`config.mk`:
```
export PLATFORM = sky130hd
export DESIGN_NAME = hp_popfree_seq
export DESIGN_NICKNAME = d
export VERILOG_FILES = /design/src/rtl/hp_popfree_seq.sv
export SDC_FILE = /design/constraint.sdc
export NUM_CORES = 1
export LEC_CHECK = 0
export BUFFER_PORTS_ARGS = -buffer_cell sky130_fd_sc_hd__buf_2
export CORE_MARGIN = 5
export CORE_UTILIZATION = 45
export DETAILED_ROUTE_END_ITERATION = 7
export PLACE_DENSITY = 0.63
export SETUP_SLACK_MARGIN = 0.2
export SLEW_MARGIN = 15
export SYNTH_ARGS = -nofsm -noshare
export SYNTH_HDL_FRONTEND = slang
export SYNTH_SLANG_ARGS = --single-unit
```
`constraint.sdc`:
```
create_clock -name clk -period 11 [get_ports clk]
set_input_delay 1.1 -clock clk [delete_from_list [all_inputs] [get_ports clk]]
set_output_delay 1.1 -clock clk [all_outputs]
set_load 0.01 [all_outputs]
```
`src/rtl/hp_popfree_seq.sv`:
```
module hp_popfree_seq #(
  parameter int GAIN_W       = 6,
  parameter int TC_TICKS_LO  = 2,
  parameter int TC_TICKS_MID = 5,
  parameter int TC_TICKS_HI  = 12,
  parameter int STEP_UNIT    = 3,
  parameter int CAL_TICKS    = 7,
  parameter int CNT_W        = 16
) (
  input  logic              clk,
  input  logic              rst_n,
  input  logic              tick,
  input  logic              pwr_on_req,
  input  logic              pwr_off_req,
  input  logic              mute_in,
  input  logic [1:0]        rpop_sel,
  input  logic [3:0]        tc_code,
  input  logic [1:0]        step_sel,
  input  logic [1:0]        cal_mode,
  input  logic [GAIN_W-1:0] target_gain,
  output logic              charge_en,
  output logic              route_en,
  output logic [GAIN_W-1:0] gain_code,
  output logic              hp_mute,
  output logic              cal_busy,
  output logic              cal_done,
  output logic              done,
  output logic              tc_clamp
);

  localparam logic [CNT_W-1:0] STEP1 = CNT_W'(STEP_UNIT);
  localparam logic [CNT_W-1:0] STEP2 = CNT_W'(2 * STEP_UNIT);
  localparam logic [CNT_W-1:0] STEP4 = CNT_W'(4 * STEP_UNIT);
  localparam logic [CNT_W-1:0] CAL_LEN = CNT_W'(CAL_TICKS);

  typedef enum logic [2:0] {S_OFF, S_CHARGE, S_CAL, S_RAMP, S_STEADY} st_t;

  st_t               state;
  logic [CNT_W-1:0]  cnt;
  logic [GAIN_W-1:0] ramp_gain;
  logic [1:0]        rsel_q, step_q, calm_q;
  logic [3:0]        tc_q;
  logic [CNT_W-1:0]  n_raw, n_eff, tc_ticks, charge_len, step_len;
  logic              hi_r, cal_need;
  st_t               route_state;

  assign hi_r = rsel_q[1];
  assign tc_clamp = hi_r && (tc_q >= 4'd13);

  always_comb begin
    case (tc_q)
      4'd10:   n_raw = CNT_W'(6);
      4'd11:   n_raw = CNT_W'(7);
      4'd12:   n_raw = CNT_W'(8);
      4'd13:   n_raw = CNT_W'(16);
      4'd14:   n_raw = CNT_W'(24);
      4'd15:   n_raw = CNT_W'(32);
      default: n_raw = CNT_W'(tc_q >> 1) + CNT_W'(1);
    endcase
  end

  assign n_eff    = tc_clamp ? CNT_W'(8) : n_raw;
  assign tc_ticks = hi_r ? CNT_W'(TC_TICKS_HI) : (rsel_q[0] ? CNT_W'(TC_TICKS_MID) : CNT_W'(TC_TICKS_LO));
  assign charge_len = n_eff * tc_ticks;

  always_comb begin
    case (step_q)
      2'b01:   step_len = STEP1;
      2'b10:   step_len = STEP2;
      default: step_len = STEP4;
    endcase
  end

  assign cal_need    = (calm_q == 2'b01) || ((calm_q == 2'b10) && !cal_done);
  assign route_state = ((step_q == 2'b00) || (target_gain == '0)) ? S_STEADY : S_RAMP;

  assign charge_en = (state == S_CHARGE);
  assign cal_busy  = (state == S_CAL);
  assign done      = (state == S_STEADY);
  assign route_en  = (state == S_RAMP) || (state == S_STEADY);
  assign gain_code = done ? target_gain : ramp_gain;

  always_ff @(posedge clk or negedge rst_n) begin
    if (!rst_n) begin
      state     <= S_OFF;
      cnt       <= '0;
      ramp_gain <= '0;
      hp_mute   <= 1'b1;
      cal_done  <= 1'b0;
      rsel_q    <= '0;
      step_q    <= '0;
      calm_q    <= '0;
      tc_q      <= '0;
    end else begin
      case (state)
        S_OFF: begin
          ramp_gain <= '0;
          if (pwr_on_req) begin
            rsel_q <= rpop_sel;
            tc_q   <= tc_code;
            step_q <= step_sel;
            calm_q <= cal_mode;
            cnt    <= '0;
            state  <= S_CHARGE;
          end
        end
        S_CHARGE: if (tick) begin
          if (cnt == charge_len - 1'b1) begin
            cnt <= '0;
            if (cal_need) begin
              cal_done <= 1'b0;
              state    <= S_CAL;
            end else begin
              state <= route_state;
            end
          end else begin
            cnt <= cnt + 1'b1;
          end
        end
        S_CAL: if (tick) begin
          if (cnt == CAL_LEN - 1'b1) begin
            cnt      <= '0;
            cal_done <= 1'b1;
            state    <= route_state;
          end else begin
            cnt <= cnt + 1'b1;
          end
        end
        S_RAMP: begin
          if (ramp_gain >= target_gain) begin
            state <= S_STEADY;
          end else if (tick) begin
            if (cnt == step_len - 1'b1) begin
              cnt       <= '0;
              ramp_gain <= ramp_gain + 1'b1;
              if ((ramp_gain + 1'b1) >= target_gain) state <= S_STEADY;
            end else begin
              cnt <= cnt + 1'b1;
            end
          end
        end
        S_STEADY: begin
          ramp_gain <= '0;
          hp_mute   <= mute_in;
          if (pwr_off_req) state <= S_OFF;
        end
        default: state <= S_OFF;
      endcase
    end
  end

  p_route_starts_low_r4: assert property (@(posedge clk) disable iff (!rst_n)
    ($rose(route_en) && !done) |-> (gain_code == '0));

  p_charge_silent_r4: assert property (@(posedge clk) disable iff (!rst_n)
    (charge_en || cal_busy) |-> (gain_code == '0));

  p_ramp_unit_step_r5: assert property (@(posedge clk) disable iff (!rst_n)
    (route_en && !done && $past(route_en && !done)) |->
      ((gain_code == $past(gain_code)) || (gain_code == $past(gain_code) + 1'b1)));

  p_off_from_steady_r7: assert property (@(posedge clk) disable iff (!rst_n)
    $fell(route_en) |-> $past(done));

  p_mute_hold_r7: assert property (@(posedge clk) disable iff (!rst_n)
    !$past(done) |-> $stable(hp_mute));

  p_cal_once_r9: assert property (@(posedge clk) disable iff (!rst_n)
    ($rose(cal_busy) && (calm_q == 2'b10)) |-> !$past(cal_done));

endmodule

```
==> flow_summary.toml, run 1 <==
[status]
status = "finished clean"

[floorplanning]
chipWidth_um = 104
initial_core_util = 0.456
die_y_um = 104
rows = 34
core_area_um2 = 8640
die_area_um2 = 10700
io_pins = 35

[drt]
vias = 3392
drt_iter0_markers = 142
routed_wirelength_um = 8690
antenna_left = 0
avgViaCountPerCell = 5.56
wl_per_cell_um = 14.2
drc_errors = 0
drtPass1Iterations = 5

[grt]
grt_pass1_vias = 3318
grt_usage = 0.166
antenna_found_initial = 0
grt_first_pass_wirelength_um = 15300
grt_start_max_net_pins = 38
grt-ovfl-total = 0

[power]
p_leak_nw = 2.10
powerDensity_nw_per_um2 = 334
peakVddDrop_uv = 430

[synth]
synthTopCellsByArea = "dfrtp_1 (23%), ha_1 (14%), nand2_1 (4.9%), xor2_1 (4.7%), fa_1 (4.6%)"
async_reset_ff_frac = 1.00
synth.largest_area_cell = "dfrtp_1"
syn_inst = 474
synthesis.area_um2 = 3940
syn_avg_cell_area_um2 = 8.31
synthTopCellsByCount = "nand2_1 (51), ha_1 (45), inv_1 (40), dfrtp_1 (36)"
ys_seq_elements = 37
yosys.area.top_type_share = 0.229
synth_edf_count = 0
yosysWarnings = 0
seq_area_frac_synth = 0.235
yosys.cell_types.count = 63
yosysMostFrequentCell = "nand2_1"
synth_ff_type = "dfrtp_1"

[job]
maxCapViolations = 0

[cts]
cts_resized = 0
clockBufferDepth = 2
clkTransAtPathRegs_ns = 0.08
htreeDepth = 2
clock-root-buffer = "clkbuf_8"
hold_buffers = 0
clkLatencyLatePin_ns = 0.29
numCtsBuffers = 5
postCtsSetupBuffers = 0
cts_tree = "done"
cts_sinks = 37

[sta]
skew_ns = 0.00956
worst_pin_slew_ns = 1.12
relSlewSlack = 0.251
setup_violations = 0
hold_viol_final = 0
rsz0062_at_grt = "false"
finalMaxSlewViolations = 0
fin_crit_ns = 5.20
tns_ns = 0
fmax_ghz = 0.192
post-route-period-util = 0.472

[finish]
fin_area_um2 = 4290
syn2layout_area_growth_pct = 9.06
fin_nets = 577
antenna_cells = 0
final_layout_size_suffix_gt1_frac = 0.127
fillCellCount = 858

[worst_setup_path]
startpoint_type = "flip-flop"
crit_type = "reg2reg"
slowest_stage = "fa_1"
crit_arrival_ns = 5.31
path_delay_family = "adder cells"
worstPathRequired_ns = 11.12
slowest_delay_ns = 0.53
cp_max_fo = 13
crit_path_cell_trace = "ha_1, a21oi_1, mux2_2, o21ai_0, ha_1, fa_1, inv_1, fa_1, ha_1, and2_4, a221oi_2, a211oi_1, or4_1, nor4_1, a41o_1, a21oi_1"
critPathBufInv = 1
end_kind = "flip-flop"
worst_path_most_repeated_cell = "ha_1"

[placement]
gp_congestion = 0.894
portBuffers = 34
placed_cell_area_um2 = 4200
hpwlAfterDp_um = 6920

[worst_hold_path]
worstHoldPathType = "reg2reg"
## where the power goes
part           leakage [nW]  switching [mW]  total, mW  internal [mW]
combinational          1.59           0.623       1.12          0.502
clock                0.0455          0.0485     0.0997         0.0512
sequential            0.467          0.0473      0.212          0.164
total                  2.10           0.719       1.44          0.717
## routing by layer
layer / track usage / wire, um / vias to the layer above
li1: - / - / 1728
met1: 0.225 / 4180 / 1587
met2: 0.265 / 4000 / 69
met3: 0.0286 / 356 / 8
met4: 0.0609 / 154 / 0
met5: 0 / 0 / -
## placed cells by master (no fill, tap or decap), types with 8 or more instances in the layout
| cell type | count |
|---|---|
| nand2_1 | 51 |
| ha_1 | 45 |
| inv_1 | 40 |
| dfrtp_1 | 36 |
| buf_2 | 34 |
| nor2_1 | 27 |
| a21oi_1 | 27 |
| xor2_1 | 21 |
| o21ai_0 | 19 |
| xnor2_1 | 16 |
| and3_1 | 15 |
| nand3_1 | 12 |
| nor3_1 | 12 |
| mux2_2 | 11 |
| a21o_1 | 9 |
| fa_1 | 9 |
| nor4_1 | 8 |
## final cells by class
| class | instances | area (um^2) | share of cell area |
|---|---|---|---|
| Multi-Input combinational cell | 382 | 2810 | 0.655 |
| Sequential cell | 37 | 927 | 0.216 |
| Timing Repair Buffer | 35 | 178 | 0.0414 |
| Inverter | 40 | 150 | 0.0350 |
| Tap cell | 108 | 135 | 0.0315 |
| Clock buffer | 8 | 90.1 | 0.0210 |
## flip-flops by register name, summed over array words and instances, names as in the netlist
register and count:
cal_done 1, hp_mute 1, cnt 16, ramp_gain 6, calm_q 2, rsel_q 2
state 3, tc_q 4, step_q 2
## kinds of logic after synthesis
family / Yosys count / share of synthesized area
other cells: 1 / 0.000952
flops: 37 / 0.235
mux: 15 / 0.0419
fa+ha+maj: 54 / 0.189
xor+xnor: 37 / 0.0823
simple gates: 169 / 0.223
buf+inv: 58 / 0.0559
compound gates: 103 / 0.171
## final timing paths
check,endpoint,cells after the start,from,slack (ns)
setup / recovery,cnt[9],16,tc_q[1],5.80
hold / removal,calm_q[0],1,calm_q[0],0.54
setup reg to reg,cnt[9],16,tc_q[1],5.80
hold reg to reg,calm_q[0],1,calm_q[0],0.54
max in group asynchronous,cnt[8],1,rst_n,9.54
min in group asynchronous,calm_q[1],1,rst_n,0.91
## stage by stage
stage	std cells	hold WS [ns]	setup WS, ns	util	power (mW)
2_1_floorplan	477	0.504	6.20	-	1.13
3_3_place_gp	602	0.522	5.94	0.487	1.31
3_5_place_dp	602	0.535	5.82	0.487	1.33
4_1_cts	610	0.552	5.80	0.497	1.45
5_1_grt	610	0.569	5.54	0.497	1.61
6_report	610	0.545	5.80	0.497	1.44
(Power assumes the default switching activity.)
==> inputs of run 2 (changes only) <==
--- a/config.mk
+++ b/config.mk
@@ -9,7 +9,7 @@
 export CORE_MARGIN = 5
 export CORE_UTILIZATION = 45
 export DETAILED_ROUTE_END_ITERATION = 7
-export PLACE_DENSITY = 0.63
+export PLACE_DENSITY = 0.65
 export SETUP_SLACK_MARGIN = 0.2
 export SLEW_MARGIN = 15
 export SYNTH_ARGS = -nofsm -noshare
==> constraint.sdc (replaced) <==
create_clock -name clk -period 4.5 [get_ports clk]
set_input_delay 0.45 -clock clk [delete_from_list [all_inputs] [get_ports clk]]
set_output_delay 0.45 -clock clk [all_outputs]
set_load 0.01 [all_outputs]
==> run 2 against run 1 <==
The flow now finishes with violations (setup timing). Die area is the same. Via count grew 5.1%. Cell count grew 5.1%. Sequential cell count is the same. Maximum frequency grew 12%. Global-route usage grew 1.0 points.
==> flow_summary.toml, run 2 (same netlist as run 1, synthesis figures left out) <==
[drt]
wl_met1_um = 4310
wl_met2_um = 4640
routed.top_layer = "met4"
routed_wirelength_um = 9500
drc_errors = 0
antenna_left = 0
avgViaCountPerCell = 5.56
drtPass1Iterations = 5
wl_per_cell_um = 14.8
vias = 3565
drt_iter0_markers = 140
wl_met3_um = 387

[placement]
place_ws_ns = -0.0820
portBuffers = 34
hpwlAfterDp_um = 7180
gp_congestion = 0.816

[worst_setup_path]
r2r_cells = 17
cp_max_fo = 3
crit_arrival_ns = 4.81
crit_start = "tc_q[1]"
crit_type = "reg2reg"
r2r_start = "tc_q[1]"
worstPathRequired_ns = 4.67
startpoint_type = "flip-flop"
reg2reg_to = "cnt[12]"
rrSetupSlack_ns = -0.14
end_kind = "flip-flop"

[status]
violations = "setup timing"
status = "finished, violations left"

[sta]
setup_violations = 7
post-route-period-util = 1.03
finalMaxSlewViolations = 0
fmax_ghz = 0.216
hold_viol_final = 0
rsz0062_at_grt = "true"
setup_ws_ns = -0.138
skew_ns = 0.00239
relSlewSlack = 0.388
worst_pin_slew_ns = 0.915
fin_crit_ns = 4.64

[worst_hold_path]
worstHoldPathType = "in2async"

[finish]
largest_reg_flops = 16
final_common_cell = "nand2_1"
multiInputGateArea_um2 = 3120
fillCellCount = 797
reg_top3 = "cnt (16), ramp_gain (6), tc_q (4)"
antenna_cells = 0
fin_nets = 609
syn2layout_area_growth_pct = 23.6
top_register = "cnt"
final_cell_mix = "nand2_1 (49), inv_1 (37), ha_1 (36)"
final_layout_size_suffix_gt1_frac = 0.276
layout.area.seq_um2 = 928

[floorplanning]
core_area_um2 = 8640
initial_core_util = 0.456
die_area_um2 = 10700
die_y_um = 104
chipWidth_um = 104
io_pins = 35
rows = 34

[grt]
antenna_found_initial = 0
grt_usage = 0.177
grt-ovfl-total = 0
grt_first_pass_wirelength_um = 16400
grt_start_max_net_pins = 38
grt_pass1_vias = 3613

[cts]
htreeDepth = 2
clkTransAtPathRegs_ns = 0.07
hold_buffers = 0
clock-root-buffer = "clkbuf_8"
cts_tree = "done"
cts_sinks = 37
numCtsBuffers = 5
clockBufferDepth = 2
clkLatencyLatePin_ns = 0.29

[job]
maxCapViolations = 0
==> run 2: timing repair <==
item	CTS	global route
pin swaps	20	15
endpoints found under the hold margin	0	0
setup endpoints to repair	20	20
setup buffers	7	4
resized for setup	34	16
==> run 2: through the flow <==
stage / TNS (ns) / hold slack [ns] / util / area, um^2 / cells
6_report: -0.475 / 0.272 / 0.563 / 4870 / 641
5_1_grt: -2.58 / 0.362 / 0.563 / 4870 / 641
4_1_cts: -0.0958 / 0.301 / 0.549 / 4740 / 637
3_5_place_dp: -0.290 / 0.539 / 0.519 / 4480 / 623
3_3_place_gp: -0.00281 / 0.518 / 0.519 / 4480 / 623
2_1_floorplan: 0 / 0.154 / - / 4070 / 477
==> run 2: final cells by class <==
| class | instances | area share |
|---|---|---|
| inverters | 40 | 0.0314 |
| well taps | 108 | 0.0278 |
| flip-flops and latches | 37 | 0.191 |
| multi-input cells | 382 | 0.641 |
| clock buffers | 7 | 0.0177 |
| repair buffers | 67 | 0.0915 |
==> run 2: metal layers <==
metal  up-vias  global-route usage
met4         0              0.0553
met3        13              0.0299
met1      1689               0.226
li1       1794                   -
met2        69               0.302
met5         -                   0
==> run 2: worst max path at each step <==
stage,to,depth (start not counted),slack [ns]
final,cnt[12],17,-0.14
after global routing,cnt[12],16,-0.30
after CTS,cnt[10],17,-0.04
after detailed placement,cnt[12],16,-0.08
after global placement,cnt[12],16,-0.001
after floorplan,cnt[10],16,0.14
==> run 2: worst max-delay path: stages, from the launching register on <==
cell and delay, ns:
dfrtp_2 0.45, buf_6 0.13, inv_4 0.04, a21oi_2 0.04, mux2_4 0.29, nand2_4 0.08, ha_4 0.19, fa_1 0.50
inv_1 0.05, fa_1 0.52, ha_4 0.22, buf_4 0.16, xnor2_2 0.14, xnor2_1 0.15, or4_1 0.52, or4_4 0.59
nor4b_4 0.34, nor3_1 0.10
Power of run 2 is left out: the tool's default activity adds up to more than one toggle a clock period on the data nets, which glitch-free logic cannot reach.
